--- src/rtl/smba_pkg.sv ---
package smba_pkg;
  typedef enum logic [2:0] {
    ST_IDLE,
    ST_ADDR,
    ST_DECIDE,
    ST_ACK,
    ST_SEND,
    ST_HOST_ACK,
    ST_WAIT_STOP,
    ST_DONE
  } resp_state_e;
endpackage

--- src/rtl/smba_bus_sampler.sv ---
module smba_bus_sampler #(
  parameter int STAGES = 2
) (
  input  logic clk,
  input  logic rst_n,
  input  logic scl_i,
  input  logic sda_i,
  output logic scl_s,
  output logic sda_s,
  output logic scl_rise,
  output logic scl_fall,
  output logic sda_rise,
  output logic sda_fall
);
  logic [STAGES-1:0] scl_pipe;
  logic [STAGES-1:0] sda_pipe;
  logic scl_q, sda_q;

  generate
    if (STAGES == 1) begin : g_single
      always_ff @(posedge clk or negedge rst_n) begin
        if (!rst_n) begin
          scl_pipe <= '1;
          sda_pipe <= '1;
        end else begin
          scl_pipe <= scl_i;
          sda_pipe <= sda_i;
        end
      end
    end else begin : g_chain
      always_ff @(posedge clk or negedge rst_n) begin
        if (!rst_n) begin
          scl_pipe <= '1;
          sda_pipe <= '1;
        end else begin
          scl_pipe <= {scl_pipe[STAGES-2:0], scl_i};
          sda_pipe <= {sda_pipe[STAGES-2:0], sda_i};
        end
      end
    end
  endgenerate

  assign scl_s = scl_pipe[STAGES-1];
  assign sda_s = sda_pipe[STAGES-1];

  always_ff @(posedge clk or negedge rst_n) begin
    if (!rst_n) begin
      scl_q <= 1'b1;
      sda_q <= 1'b1;
    end else begin
      scl_q <= scl_s;
      sda_q <= sda_s;
    end
  end

  assign scl_rise = scl_s & ~scl_q;
  assign scl_fall = ~scl_s & scl_q;
  assign sda_rise = sda_s & ~sda_q;
  assign sda_fall = ~sda_s & sda_q;
endmodule

--- src/rtl/smba_cond_detect.sv ---
module smba_cond_detect (
  input  logic scl_s,
  input  logic scl_rise,
  input  logic sda_rise,
  input  logic sda_fall,
  output logic start_det,
  output logic stop_det
);
  logic scl_steady_high;
  assign scl_steady_high = scl_s & ~scl_rise;
  assign start_det = scl_steady_high & sda_fall;
  assign stop_det  = scl_steady_high & sda_rise;
endmodule

--- src/rtl/smba_resp_fsm.sv ---
module smba_resp_fsm
  import smba_pkg::*;
#(
  parameter int         ADDR_W   = 7,
  parameter logic [6:0] ARA_ADDR = 7'b0001100,
  parameter logic       LSB_FILL = 1'b1
) (
  input  logic              clk,
  input  logic              rst_n,
  input  logic              sda_s,
  input  logic              scl_rise,
  input  logic              scl_fall,
  input  logic              start_det,
  input  logic              stop_det,
  input  logic [ADDR_W-1:0] dev_addr,
  input  logic              alert_pending,
  output logic              sda_pull,
  output logic              alert_clear
);
  localparam int BYTE_W = ADDR_W + 1;
  localparam int CNT_W  = $clog2(BYTE_W);
  localparam logic [CNT_W-1:0] LAST_BIT = CNT_W'(BYTE_W - 1);
  localparam logic [BYTE_W-1:0] ARA_READ = {ARA_ADDR[ADDR_W-1:0], 1'b1};

  resp_state_e       st;
  logic [CNT_W-1:0]  cnt;
  logic [BYTE_W-1:0] rx_sh;
  logic [BYTE_W-1:0] tx_sh;
  logic              hit;
  logic [BYTE_W-1:0] rx_next;

  assign rx_next = {rx_sh[BYTE_W-2:0], sda_s};

  always_ff @(posedge clk or negedge rst_n) begin
    if (!rst_n) begin
      st          <= ST_IDLE;
      cnt         <= '0;
      rx_sh       <= '0;
      tx_sh       <= '0;
      hit         <= 1'b0;
      sda_pull    <= 1'b0;
      alert_clear <= 1'b0;
    end else begin
      alert_clear <= 1'b0;
      if (stop_det) begin
        alert_clear <= (st == ST_WAIT_STOP);
        st          <= ST_IDLE;
        sda_pull    <= 1'b0;
      end else if (start_det) begin
        st       <= ST_ADDR;
        cnt      <= '0;
        sda_pull <= 1'b0;
      end else begin
        unique case (st)
          ST_IDLE: ;
          ST_ADDR: begin
            if (scl_rise) begin
              rx_sh <= rx_next;
              cnt   <= cnt + 1'b1;
              if (cnt == LAST_BIT) begin
                hit <= (rx_next == ARA_READ);
                st  <= ST_DECIDE;
              end
            end
          end
          ST_DECIDE: begin
            if (scl_fall) begin
              if (hit && alert_pending) begin
                sda_pull <= 1'b1;
                tx_sh    <= {dev_addr, LSB_FILL};
                st       <= ST_ACK;
              end else begin
                st <= ST_DONE;
              end
            end
          end
          ST_ACK: begin
            if (scl_fall) begin
              sda_pull <= ~tx_sh[BYTE_W-1];
              cnt      <= '0;
              st       <= ST_SEND;
            end
          end
          ST_SEND: begin
            if (scl_rise && tx_sh[BYTE_W-1] && !sda_s) begin
              sda_pull <= 1'b0;
              st       <= ST_DONE;
            end else if (scl_fall) begin
              cnt   <= cnt + 1'b1;
              tx_sh <= {tx_sh[BYTE_W-2:0], 1'b0};
              if (cnt == LAST_BIT) begin
                sda_pull <= 1'b0;
                st       <= ST_HOST_ACK;
              end else begin
                sda_pull <= ~tx_sh[BYTE_W-2];
              end
            end
          end
          ST_HOST_ACK: begin
            if (scl_rise) st <= sda_s ? ST_WAIT_STOP : ST_DONE;
          end
          ST_WAIT_STOP: ;
          ST_DONE: ;
          default: st <= ST_IDLE;
        endcase
      end
    end
  end
endmodule

--- src/rtl/smb_alert_responder.sv ---
module smb_alert_responder #(
  parameter int         ADDR_W      = 7,
  parameter int         SYNC_STAGES = 2,
  parameter logic [6:0] ARA_ADDR    = 7'b0001100,
  parameter logic       LSB_FILL    = 1'b1
) (
  input  logic              clk,
  input  logic              rst_n,
  input  logic              scl_i,
  input  logic              sda_i,
  input  logic [ADDR_W-1:0] dev_addr,
  input  logic              alert_pending,
  output logic              sda_pull,
  output logic              alert_clear
);
  logic scl_s, sda_s, scl_rise, scl_fall, sda_rise, sda_fall;
  logic start_det, stop_det;

  smba_bus_sampler #(.STAGES(SYNC_STAGES)) u_sampler (
    .clk(clk), .rst_n(rst_n), .scl_i(scl_i), .sda_i(sda_i),
    .scl_s(scl_s), .sda_s(sda_s), .scl_rise(scl_rise), .scl_fall(scl_fall),
    .sda_rise(sda_rise), .sda_fall(sda_fall)
  );

  smba_cond_detect u_cond (
    .scl_s(scl_s), .scl_rise(scl_rise), .sda_rise(sda_rise), .sda_fall(sda_fall),
    .start_det(start_det), .stop_det(stop_det)
  );

  smba_resp_fsm #(.ADDR_W(ADDR_W), .ARA_ADDR(ARA_ADDR), .LSB_FILL(LSB_FILL)) u_fsm (
    .clk(clk), .rst_n(rst_n), .sda_s(sda_s), .scl_rise(scl_rise), .scl_fall(scl_fall),
    .start_det(start_det), .stop_det(stop_det), .dev_addr(dev_addr),
    .alert_pending(alert_pending), .sda_pull(sda_pull), .alert_clear(alert_clear)
  );
endmodule

--- config.mk ---
export PLATFORM = sky130hd
export DESIGN_NAME = smb_alert_responder
export DESIGN_NICKNAME = d
export VERILOG_FILES = /design/src/rtl/smba_pkg.sv /design/src/rtl/smba_bus_sampler.sv /design/src/rtl/smba_cond_detect.sv /design/src/rtl/smba_resp_fsm.sv /design/src/rtl/smb_alert_responder.sv
export SDC_FILE = /design/constraint.sdc
export NUM_CORES = 1
export LEC_CHECK = 0
export BUFFER_PORTS_ARGS = -buffer_cell sky130_fd_sc_hd__buf_2
export CELL_PAD_IN_SITES_DETAIL_PLACEMENT = 2
export CELL_PAD_IN_SITES_GLOBAL_PLACEMENT = 2
export CORE_MARGIN = 4
export CORE_UTILIZATION = 35
export DETAILED_ROUTE_END_ITERATION = 6
export PLACE_DENSITY_LB_ADDON = 0.1
export SLEW_MARGIN = 20
export SYNTH_ARGS = -nofsm -noshare
export SYNTH_HDL_FRONTEND = slang
export SYNTH_SLANG_ARGS = --single-unit
--- constraint.sdc ---
create_clock -name clk -period 1.87 [get_ports clk]
set_clock_uncertainty 0.05 [all_clocks]
set_input_delay 0.374 -clock clk [delete_from_list [all_inputs] [get_ports clk]]
set_output_delay 0.374 -clock clk [all_outputs]
set_load 0.005 [all_outputs]
==> Word-level counts from Yosys, hierarchy flattened <==
Cells that the tools add are included.
{ "word_totals": {"reg_bits": 30, "output_inout_bits": 2, "word_cells": 100} }
{ "op_classes": {"addsub": 1, "eq_ne": 24, "muxes": 34, "n_bitwise": 16, "reduce_logical": 14} }
{ "op_table": {"columns": ["operator", "count"], "rows": [
  ["3-bit 2-to-1 mux", 16],
  ["8-bit 2-to-1 mux", 4],
  ["4-bit != test (second input constant)", 4],
  ["8-bit case mux with 2 select lines", 1],
  ["3-bit case mux with 5 select lines", 1],
  ["3-bit equality test (second input constant)", 4],
  ["3-bit != test (second input constant)", 4],
  ["1-bit 2-to-1 mux", 10],
  ["5-bit AND reduction", 2],
  ["1-bit inverter", 9],
  ["3-bit case mux with 3 select lines", 1],
  ["8-bit by 5-bit equality test with 1-bit output (second input constant)", 1],
  ["4-bit by 3-bit != test with 1-bit output (second input constant)", 2],
  ["8-bit AND reduction", 1],
  ["1-bit AND", 7],
  ["7-bit AND reduction", 1],
  ["7-bit nonzero test", 1],
  ["3-bit by 2-bit equality test with 1-bit output (second input constant)", 2],
  ["2-bit != test (second input constant)", 3],
  ["6-bit AND reduction", 1],
  ["5-bit by 3-bit != test with 1-bit output (second input constant)", 1],
  ["5-bit by 4-bit != test with 1-bit output (second input constant)", 1],
  ["5-bit nonzero test", 1],
  ["4-bit AND reduction", 1],
  ["other kinds (8)", 10]
]} }

==> Longest topological paths before layout <==
Gate-level depths: netlist of the first run.
{ "depth": {"ltp_word": 8, "mapped_depth": 7, "depth_no_buf": 7} }

==> Modules after synthesis <==
A second synthesis of the first run with hierarchy kept.
{ "unflattened": {"hier_cells": 126, "area_unflattened_um2": 1514.0} }
{ "modules_own_cells": {"columns": ["mod", "n_inst", "cells_each", "area_per_inst_um2", "seq_area_each_um2"], "rows": [
  ["smba_resp_fsm", 1, 114, 1303.8, 600.6],
  ["smba_bus_sampler", 1, 10, 192.7, 157.7],
  ["smba_cond_detect", 1, 2, 17.5, 0.0]
]} }

==> Least setup slack after synthesis of the first run <==
OpenSTA, ideal clock, no wires.
{ "synth_timing": {"kind": "register to register", "start": "register u_fsm.cnt[0]", "end": "register u_fsm.st[0]", "setup_ps": 127, "arrival_ps": 1728, "required_time_ps": 1693, "slack_ps": -35, "stages_incl_launch_ff": 8, "n_path_buf": 0, "path_cell_list": "dfrtp_1 ha_1 ha_1 a21o_1 a211oi_1 a221oi_2 nor2_2 mux2_1"} }
{ "synth_via": {"elab_chain_cells": 3, "word_cells_on_any_way": 4, "classes_between": "eq/ne: 3; reduce/logical: 1"} }
{ "synth_lines": {"columns": ["item", "line", "text"], "rows": [
  ["from (decl)", "smba_resp_fsm.sv:26", "logic [CNT_W-1:0] cnt;"],
  ["from (signal assigned)", "smba_resp_fsm.sv:59", "cnt <= cnt + 1'b1;"],
  ["from (signal assigned)", "smba_resp_fsm.sv:89", "cnt <= cnt + 1'b1;"],
  ["3-bit equality test (*)", "smba_resp_fsm.sv:60, smba_resp_fsm.sv:91", null],
  ["5-bit by 3-bit != test with 1-bit output (no source line) / 4-bit by 3-bit != test with 1-bit output (equally long branches)", null, null],
  ["8-bit AND reduction (no source line) (*)", null, null],
  ["to (signal assigned)", "smba_resp_fsm.sv:100", "if (scl_rise) st <= sda_s ? ST_WAIT_STOP : ST_DONE;"],
  ["to (decl)", "smba_resp_fsm.sv:25", "resp_state_e st;"]
]} }
Mark *: on every way between the ends. The rest lies on a longest branch, timed or not.
A chain may end at the register's enable or synchronous reset.

==> Final worst setup path of the first run <==
{ "layout_timing": {"start": "register u_fsm.cnt[1]", "end": "register u_fsm.st[0]"} }
The elaborated chain is that of the path after synthesis.

==> results.json, run 1 <==
{
  "final_antenna_net_count": 0,
  "clock-sinks": 30,
  "drc": 0,
  "final_max_slew_viol_count": 0,
  "tritoncts": "yes",
  "cts_root_buf": "clkbuf_8",
  "cellPowerDensity_nw_per_um2": 755,
  "max_stage_delay_ns": 0.39,
  "path_cells": "ha_2, ha_4, a21o_1, a211oi_2, a221oi_2, nor2_2, mux2_4",
  "insertion_delay_ns": 0.28,
  "hold_slack_ns": 0.0820,
  "ys_seq_elements": 30,
  "first_iter_violations": 40,
  "highest_layer": "met4",
  "gr-total-overflow": 0,
  "core_sq_um": 4000,
  "tightestPinTransition_ns": 0.694,
  "antennaDiodeCount": 0,
  "startpoint_type": "flop",
  "gp_congestion": 0.817,
  "dp_hpwl_um": 2560,
  "grt_usage_pct": 15.1,
  "die_area_sq_um": 5240,
  "syn_nets": 139,
  "syn_area_sq_um": 1450,
  "met1Wirelength_um": 1630,
  "synth.top_cell.area_share_pct": 41.4,
  "grt_max_degree": 31,
  "post-place-ws_ns": -0.0410,
  "synthCells": 125,
  "chipWidth_um": 72.4,
  "wirelength_um": 3540,
  "mostFrequentLayoutCells": "dfrtp_1 (23), buf_4 (16), nand2_1 (13), buf_2 (13)",
  "slew-limit-headroom_pct": 53.7,
  "period_share_pct": 98.9,
  "crit_required_ns": 1.99,
  "outcome": "finished, final reports clean",
  "grt_pass1_wl_um": 6000,
  "wl_met2_um": 1790,
  "setup_viol": 0,
  "htreeDepth": 2,
  "yosysSeqAreaShare_pct": 52.3,
  "crit_fanout": 2,
  "maxCapViolations": 0,
  "yosys_warnings": 0,
  "end_kind": "flop",
  "cts_buffer_depth": 2,
  "vdd.ir_drop.worst_uv": 427,
  "nFillCells": 427,
  "yosysTopAreaCell": "dfrtp_1",
  "ys.flop_type": "dfrtp_1",
  "fp.dieH_um": 72.4,
  "path_class": "reg -> reg",
  "grt_pass1_vias": 1206,
  "io_buffer_count": 13,
  "drtPass1Iterations": 4,
  "synth_edf_count": 0,
  "cts_made_buffers": 5,
  "vias_per_cell": 5.28,
  "num_vias": 1098,
  "cp_slowest_cell": "dfrtp_1",
  "antenna_found_initial": 0,
  "holdBufCountCts": 0,
  "max_freq_mhz": 541,
  "rsz0062_at_grt": "yes",
  "wl_per_cell_um": 17.0,
  "drive_gt1_share_pct": 41.8,
  "hold_path_class": "in -> async",
  "async_reset_ff_share_pct": 100,
  "yosys-top-cells-area": "dfrtp_1 (41%), dfstp_2 (11%), mux2_2 (6.2%)",
  "arrival_ns": 1.97,
  "synth_cell_types": 42,
  "final_hold_viol_count": 0,
  "layout_commonest_cell": "dfrtp_1",
  "clk_pin_slew_ns": 0.06,
  "fin_nets": 171,
  "initial_utilization_pct": 36.3,
  "period_needed_ns": 1.85,
  "routed-wl-met3_um": 89,
  "ios": 14,
  "num_rows": 23,
  "avgSynthCellArea_sq_um": 11.6,
  "p_leak_nw": 0.837,
  "area_growth_pct": 24.7,
  "fin_ws_ns": 0.0212
}
## through the flow
stage          util (%)  setup TNS, ns  power (mW)  cells  cell area (sq um)
3_3_place_gp       41.6              0       0.816    197               1670
2_1_floorplan         -              0       0.763    125               1460
6_report           45.2              0        1.36    208               1810
5_1_grt            45.2        -0.0690        1.44    208               1810
4_1_cts            44.3       -0.00929        1.38    206               1770
3_5_place_dp       41.6        -0.0410       0.824    197               1670
## final cells by class
class / count / area [sq um] / area share (%)
clock inverter: 2 / 12.5 / 0.692
inverter: 1 / 3.75 / 0.208
multi-input combinational: 89 / 682 / 37.7
clock buffer: 6 / 82.6 / 4.57
tap: 50 / 62.6 / 3.46
sequential: 30 / 759 / 42.0
timing repair buffer: 30 / 205 / 11.3
## layer usage
layer	track usage, %	vias up
met3	4.43	3
li1	-	520
met2	24.3	9
met4	4.30	0
met5	0	-
met1	19.8	566
## synthesized netlist by cell type, types with 2 or more instances
master,number
a21o_1,2
a21oi_1,4
a22o_1,2
a31oi_1,4
and2b_1,3
buf_2,2
buf_6,2
dfrtp_1,24
dfstp_2,6
ha_1,2
mux2_2,8
mux2i_1,8
nand2_1,13
nand3_1,2
nand3b_1,2
nor2_1,3
nor2_2,2
nor2b_1,2
nor4b_1,2
o21ai_0,2
o21ai_1,6
o21ai_2,2
o22ai_1,3
## path summary, 6_finish.rpt
kind	startpoint	to	slack, ns	depth (start not counted)
setup / recovery	u_fsm.cnt[1]	u_fsm.st[0]	0.02	7
hold / removal	rst_n	u_fsm.st[1]	0.08	1
setup reg to reg	u_fsm.cnt[1]	u_fsm.st[0]	0.02	7
hold reg to reg	u_sampler.scl_pipe[0]	u_sampler.scl_pipe[1]	0.31	0
max in group asynchronous	rst_n	u_fsm.st[2]	1.21	1
min in group clk	sda_i	u_sampler.sda_pipe[0]	0.13	1
## logic make-up (layout without fill, tap and decap cells)
logic type / Yosys count / in the layout / synth area share (%)
AOI/OAI and AO/OA: 33 / 33 / 15.7
muxes: 17 / 17 / 12.5
and+or+nand+nor: 36 / 36 / 14.2
adders and majority gates: 2 / 2 / 1.73
xor gates and xnor gates: 1 / 1 / 0.604
DFF: 30 / 30 / 52.3
buffers and inverters: 6 / 39 / 3.02
## state kept, by name (all words and copies together), names as in the netlist
name and flops:
u_fsm.st 3, u_fsm.hit 1, u_fsm.alert_clear 1, u_fsm.rx_sh 7
u_sampler.sda_q 1, u_sampler.scl_pipe 2, u_fsm.cnt 3, u_sampler.sda_pipe 2
u_sampler.scl_q 1, u_fsm.sda_pull 1, u_fsm.tx_sh 8
## worst max-delay path: cells and delay by family, from the launching register on
| kind | cells | cell delay (ns) |
|---|---|---|
| simple gates | 1 | 0.14 |
| compound gates | 3 | 0.50 |
| mux | 1 | 0.31 |
| flops | 1 | 0.39 |
| fa+ha+maj | 2 | 0.35 |
## power by group
group	leakage (nW)	total (mW)	internal [mW]	switching, mW
registers	0.395	0.706	0.682	0.0235
logic	0.396	0.118	0.0637	0.0540
clock network	0.0472	0.542	0.295	0.246
## repair_timing
item | 4_1_cts | 5_1_grt
endpoints found under the setup margin | 5 | 6
buffers inserted | 1 | 2
gates resized for setup | 1 | 5
pin swaps | 1 | 3
No activity file was read; power rests on OpenSTA's default activity.
==> run 2, diff against run 1 <==
--- a/config.mk
+++ b/config.mk
@@ -11,7 +11,7 @@
 export CORE_MARGIN = 4
 export CORE_UTILIZATION = 35
 export DETAILED_ROUTE_END_ITERATION = 6
-export PLACE_DENSITY_LB_ADDON = 0.1
+export PLACE_DENSITY = 0.74
 export SLEW_MARGIN = 20
 export SYNTH_ARGS = -nofsm -noshare
 export SYNTH_HDL_FRONTEND = slang
==> results.json, run 2 (synthesis gave the netlist of run 1 again) <==
{
  "outcome": "finished, final reports clean",
  "p_leak_nw": 0.823,
  "arrival_ns": 1.97,
  "chipWidth_um": 72.4,
  "die_area_sq_um": 5240,
  "area_growth_pct": 22.9,
  "r2r_cells": 7,
  "hold_path_class": "in -> async",
  "vdd.ir_drop.worst_uv": 357,
  "layout_commonest_cell": "dfrtp_1",
  "drtPass1Iterations": 4,
  "core_sq_um": 4000,
  "path_cells": "ha_2, ha_4, a21o_1, a211oi_2, a221oi_2, nor2_2, mux2_4",
  "io_buffer_count": 13,
  "first_iter_violations": 78,
  "largest_register": "u_fsm.tx_sh",
  "fin_nets": 168,
  "grt_usage_pct": 16.6,
  "insertion_delay_ns": 0.29,
  "worst-path-buf-inv": 0,
  "largestRegisters": "u_fsm.tx_sh: 8 flops, u_fsm.rx_sh: 7 flops",
  "htreeDepth": 2,
  "period_needed_ns": 1.85,
  "antenna_found_initial": 0,
  "drc": 0,
  "initial_utilization_pct": 36.3,
  "largest_reg_flops": 8,
  "cts_buffer_depth": 2,
  "gr-total-overflow": 0,
  "mostFrequentLayoutCells": "dfrtp_1 (23), nand2_1 (13), buf_2 (13), buf_4 (13)",
  "layoutNonFillerInstCount": 205,
  "wirelength_um": 3820,
  "crit_fanout": 2,
  "gp_congestion": 0.849,
  "grt_max_degree": 31,
  "placedCellCount": 192,
  "startpoint_type": "flop",
  "drive_gt1_share_pct": 40.0,
  "setup_viol": 0,
  "tritoncts": "yes",
  "slew-limit-headroom_pct": 55.8,
  "rsz0062_at_grt": "yes",
  "regArea_sq_um": 759,
  "final_hold_viol_count": 0,
  "end_kind": "flop",
  "cp_slowest_cell": "dfrtp_1",
  "path_class": "reg -> reg",
  "maxCapViolations": 0,
  "fp.dieH_um": 72.4,
  "cts_root_buf": "clkbuf_8",
  "antennaDiodeCount": 0,
  "num_vias": 1114,
  "wl_per_cell_um": 18.6,
  "clk_pin_slew_ns": 0.07,
  "multi_input_area_sq_um": 682,
  "ios": 14,
  "nFillCells": 421,
  "tns_ns": 0,
  "max_stage_delay_ns": 0.39,
  "tightestPinTransition_ns": 0.663,
  "crit_family": "compound AO/OA/AOI/OAI gates",
  "dp_hpwl_um": 2590,
  "cts_made_buffers": 5,
  "max_freq_mhz": 541,
  "cellPowerDensity_nw_per_um2": 769,
  "vias_per_cell": 5.43,
  "clock-sinks": 30,
  "num_rows": 23,
  "crit_required_ns": 1.99,
  "final_max_slew_viol_count": 0,
  "period_share_pct": 98.9,
  "grt_pass1_vias": 1303,
  "grt_pass1_wl_um": 6490,
  "final_antenna_net_count": 0,
  "cp_num_cells": 7,
  "holdBufCountCts": 0
}
## run 2: cell count changes in the layout (fill, tap and decap cells not counted)
cell,before,now
clkbuf_1,0,1
buf_4,16,13
clkinvlp_4,1,0
## run 2: timing repair
item	CTS	global route
resized for setup	1	5
setup buffers	2	3
setup endpoints to repair	9	7
pin swaps	1	6
## run 2: worst reg2reg max path, delay by kind of cell, from the launching register on
family / cells / cell delay, ns
DFF: 1 / 0.39
and+or+nand+nor: 1 / 0.13
AOI/OAI and AO/OA: 3 / 0.51
adders and majority gates: 2 / 0.35
muxes: 1 / 0.30
## run 2: metrics by stage
| stage | hold slack, ns | instance area [sq um] | util [%] | setup WS (ns) | power (mW) |
|---|---|---|---|---|---|
| 2_1_floorplan | 0.0284 | 1460 | - | 0.0306 | 0.763 |
| 3_3_place_gp | 0.296 | 1630 | 40.7 | 0.0256 | 0.807 |
| 3_5_place_dp | 0.304 | 1630 | 40.7 | -0.0551 | 0.818 |
| 4_1_cts | 0.0933 | 1740 | 43.5 | 0.00501 | 1.38 |
| 5_1_grt | 0.123 | 1780 | 44.5 | -0.0348 | 1.43 |
| 6_report | 0.0655 | 1780 | 44.5 | 0.0213 | 1.37 |
## run 2: metal layers
metal,vias to the layer above,GRT usage (%),part of all wire [%]
li1,512,-,-
met1,572,19.0,42
met2,21,27.7,52
met5,-,0,0
met4,0,9.02,2.4
met3,9,4.71,3.8
## run 2: final timing paths
path	slack (ns)	endpoint	start
max	0.02	u_fsm.st[0]	u_fsm.cnt[1]
min	0.07	u_fsm.alert_clear	rst_n
max reg2reg	0.02	u_fsm.st[0]	u_fsm.cnt[1]
min reg2reg	0.31	u_sampler.scl_pipe[1]	u_sampler.scl_pipe[0]
max in group asynchronous	1.24	u_fsm.st[2]	rst_n
min in group clk	0.14	u_sampler.scl_pipe[0]	scl_i
## run 2: where the power goes
group	internal (mW)	total, mW	leakage (nW)	switching (mW)
logic	0.0589	0.116	0.380	0.0570
registers	0.682	0.704	0.395	0.0221
clock network	0.297	0.549	0.0482	0.253
total	1.04	1.37	0.823	0.332
## run 2: cell type report
type | count | share of cell area, %
timing repair buffer | 27 | 10.3
clock buffer | 7 | 4.85
clock inverter | 1 | 0.281
sequential | 30 | 42.6
multi-input combinational | 89 | 38.3
tap | 50 | 3.51
inverter | 1 | 0.211
==> run 3, diff against run 2 <==
--- a/config.mk
+++ b/config.mk
@@ -12,6 +12,7 @@
 export CORE_UTILIZATION = 35
 export DETAILED_ROUTE_END_ITERATION = 6
 export PLACE_DENSITY = 0.74
+export SETUP_SLACK_MARGIN = 0.4
 export SLEW_MARGIN = 20
 export SYNTH_ARGS = -nofsm -noshare
 export SYNTH_HDL_FRONTEND = slang
==> results.json, run 3 (synthesis gave the netlist of run 1 again) <==
{
  "outcome": "finished, final reports clean",
  "mostFrequentLayoutCells": "dfrtp_1 (23), buf_4 (16), buf_2 (13)",
  "nFillCells": 387,
  "area_growth_pct": 45.6,
  "antennaDiodeCount": 0,
  "crit_fanout": 4,
  "core_sq_um": 4000,
  "chipWidth_um": 72.4,
  "dpl-instance-area_sq_um": 1660,
  "wirelength_um": 4760,
  "power_mw": 1.52,
  "cts_made_buffers": 5,
  "final_max_slew_viol_count": 0,
  "grt_max_degree": 31,
  "path_class": "reg -> reg",
  "wl_per_cell_um": 22.0,
  "drive_gt1_share_pct": 59.6,
  "rrSetupSlack_ns": 0.03,
  "clk_pin_slew_ns": 0.07,
  "hold_path_class": "in -> async",
  "end_kind": "flop",
  "startpoint_type": "flop",
  "worstReg2RegEnd": "u_fsm.st[0]",
  "num_rows": 23,
  "top_usage_layer": "met2",
  "grt_use_met1_pct": 22.0,
  "drc": 0,
  "fp.dieH_um": 72.4,
  "initial_utilization_pct": 36.3,
  "worst-path-buf-inv": 0,
  "slew-limit-headroom_pct": 53.7,
  "fin_nets": 179,
  "final_antenna_net_count": 0,
  "finalInstanceArea_sq_um": 2110,
  "largestRegisters": "u_fsm.tx_sh: 8 flops, u_fsm.rx_sh: 7 flops",
  "gr-total-overflow": 0,
  "largest_register": "u_fsm.tx_sh",
  "crit_required_ns": 2.00,
  "cellPowerDensity_nw_per_um2": 721,
  "gp_congestion": 0.900,
  "path_cells": "and4bb_2, o22ai_1, a221oi_2, nor2_2, mux2_4",
  "reg2reg_from": "u_sampler.scl_pipe[1]",
  "io_buffer_count": 13,
  "grt_util_met3_pct": 4.85,
  "placedCellCount": 193,
  "tightestPinTransition_ns": 0.694,
  "largest_reg_flops": 8,
  "die_area_sq_um": 5240,
  "ios": 14,
  "vias_per_cell": 5.63,
  "critPathLaunch": "u_sampler.scl_pipe[1]",
  "grt_pass1_wl_um": 7090,
  "arrival_ns": 1.96,
  "crit_family": "flip-flops",
  "rsz0062_at_grt": "yes",
  "layoutNonFillerInstCount": 216,
  "p_leak_nw": 0.946,
  "use_met2_pct": 30.9,
  "tritoncts": "yes",
  "antenna_found_initial": 0,
  "dp_hpwl_um": 2770,
  "period_needed_ns": 1.84,
  "vdd.ir_drop.worst_uv": 418,
  "final_hold_viol_count": 0,
  "cts_root_buf": "clkbuf_8",
  "grt_usage_pct": 18.2,
  "cts_buffer_depth": 2,
  "maxCapViolations": 0,
  "max_stage_delay_ns": 0.57,
  "num_vias": 1215,
  "setup_viol": 0,
  "insertion_delay_ns": 0.28,
  "first_iter_violations": 50,
  "drtPass1Iterations": 4,
  "clock-sinks": 30,
  "layout_commonest_cell": "dfrtp_1",
  "max_freq_mhz": 544,
  "period_share_pct": 98.3,
  "holdBufCountCts": 0,
  "grt_pass1_vias": 1346,
  "htreeDepth": 2,
  "r2r_cells": 5,
  "cp_slowest_cell": "dfstp_2"
}
==> run 3: final cells by class <==
| class | count | area [sq um] | share of cell area [%] |
|---|---|---|---|
| sequential | 30 | 759 | 36.0 |
| clock buffer | 6 | 72.6 | 3.44 |
| tap | 50 | 62.6 | 2.96 |
| clock inverter | 2 | 37.5 | 1.78 |
| multi-input combinational | 89 | 853 | 40.4 |
| timing repair buffer | 38 | 322 | 15.2 |
| inverter | 1 | 3.75 | 0.178 |
==> run 3: metrics by stage <==
step	util, %	setup WS, ns	hold WS (ns)	TNS (ns)
after floorplan	-	0.132	0.0284	0
after global placement	41.5	0.0922	0.298	0
after detailed placement	41.5	-0.0294	0.298	-0.0294
after CTS	48.2	0.0168	0.0970	0
after global routing	52.8	-0.0422	0.110	-0.0777
final	52.8	0.0326	0.0722	0
==> run 3: how the worst max path moves through the flow <==
stage | to | cells after the start | slack (ns)
floorplan | u_fsm.st[0] | 7 | 0.13
global placement | u_fsm.st[0] | 7 | 0.09
detailed placement | u_fsm.st[0] | 7 | -0.03
CTS | u_fsm.st[0] | 7 | 0.02
global route | u_fsm.st[2] | 8 | -0.04
finish | u_fsm.st[0] | 5 | 0.03
==> run 3: report_power, final <==
part,leakage (nW),internal [mW],switching (mW)
clock network,0.0514,0.397,0.265
registers,0.395,0.682,0.0221
logic,0.500,0.0819,0.0740
==> run 3: worst register-to-register path, delay by kind of cell, from the launching register on <==
family / cells / cell delay (ns)
and+or+nand+nor: 2 / 0.37
muxes: 1 / 0.29
DFF: 1 / 0.57
AOI/OAI and AO/OA: 2 / 0.44
==> run 3: timing repair <==
item | 4_1_cts | 5_1_grt
setup endpoints to repair | 23 | 23
gates cloned | 1 | 1
pin swaps | 11 | 8
resized for setup | 24 | 34
setup buffers | 10 | 3
==> run 3: routing by layer <==
layer | share of wire [%] | wire, um
met4 | 2.3 | 111
met1 | 43 | 2020
met3 | 4.1 | 194
met5 | 0 | 0
met2 | 51 | 2430
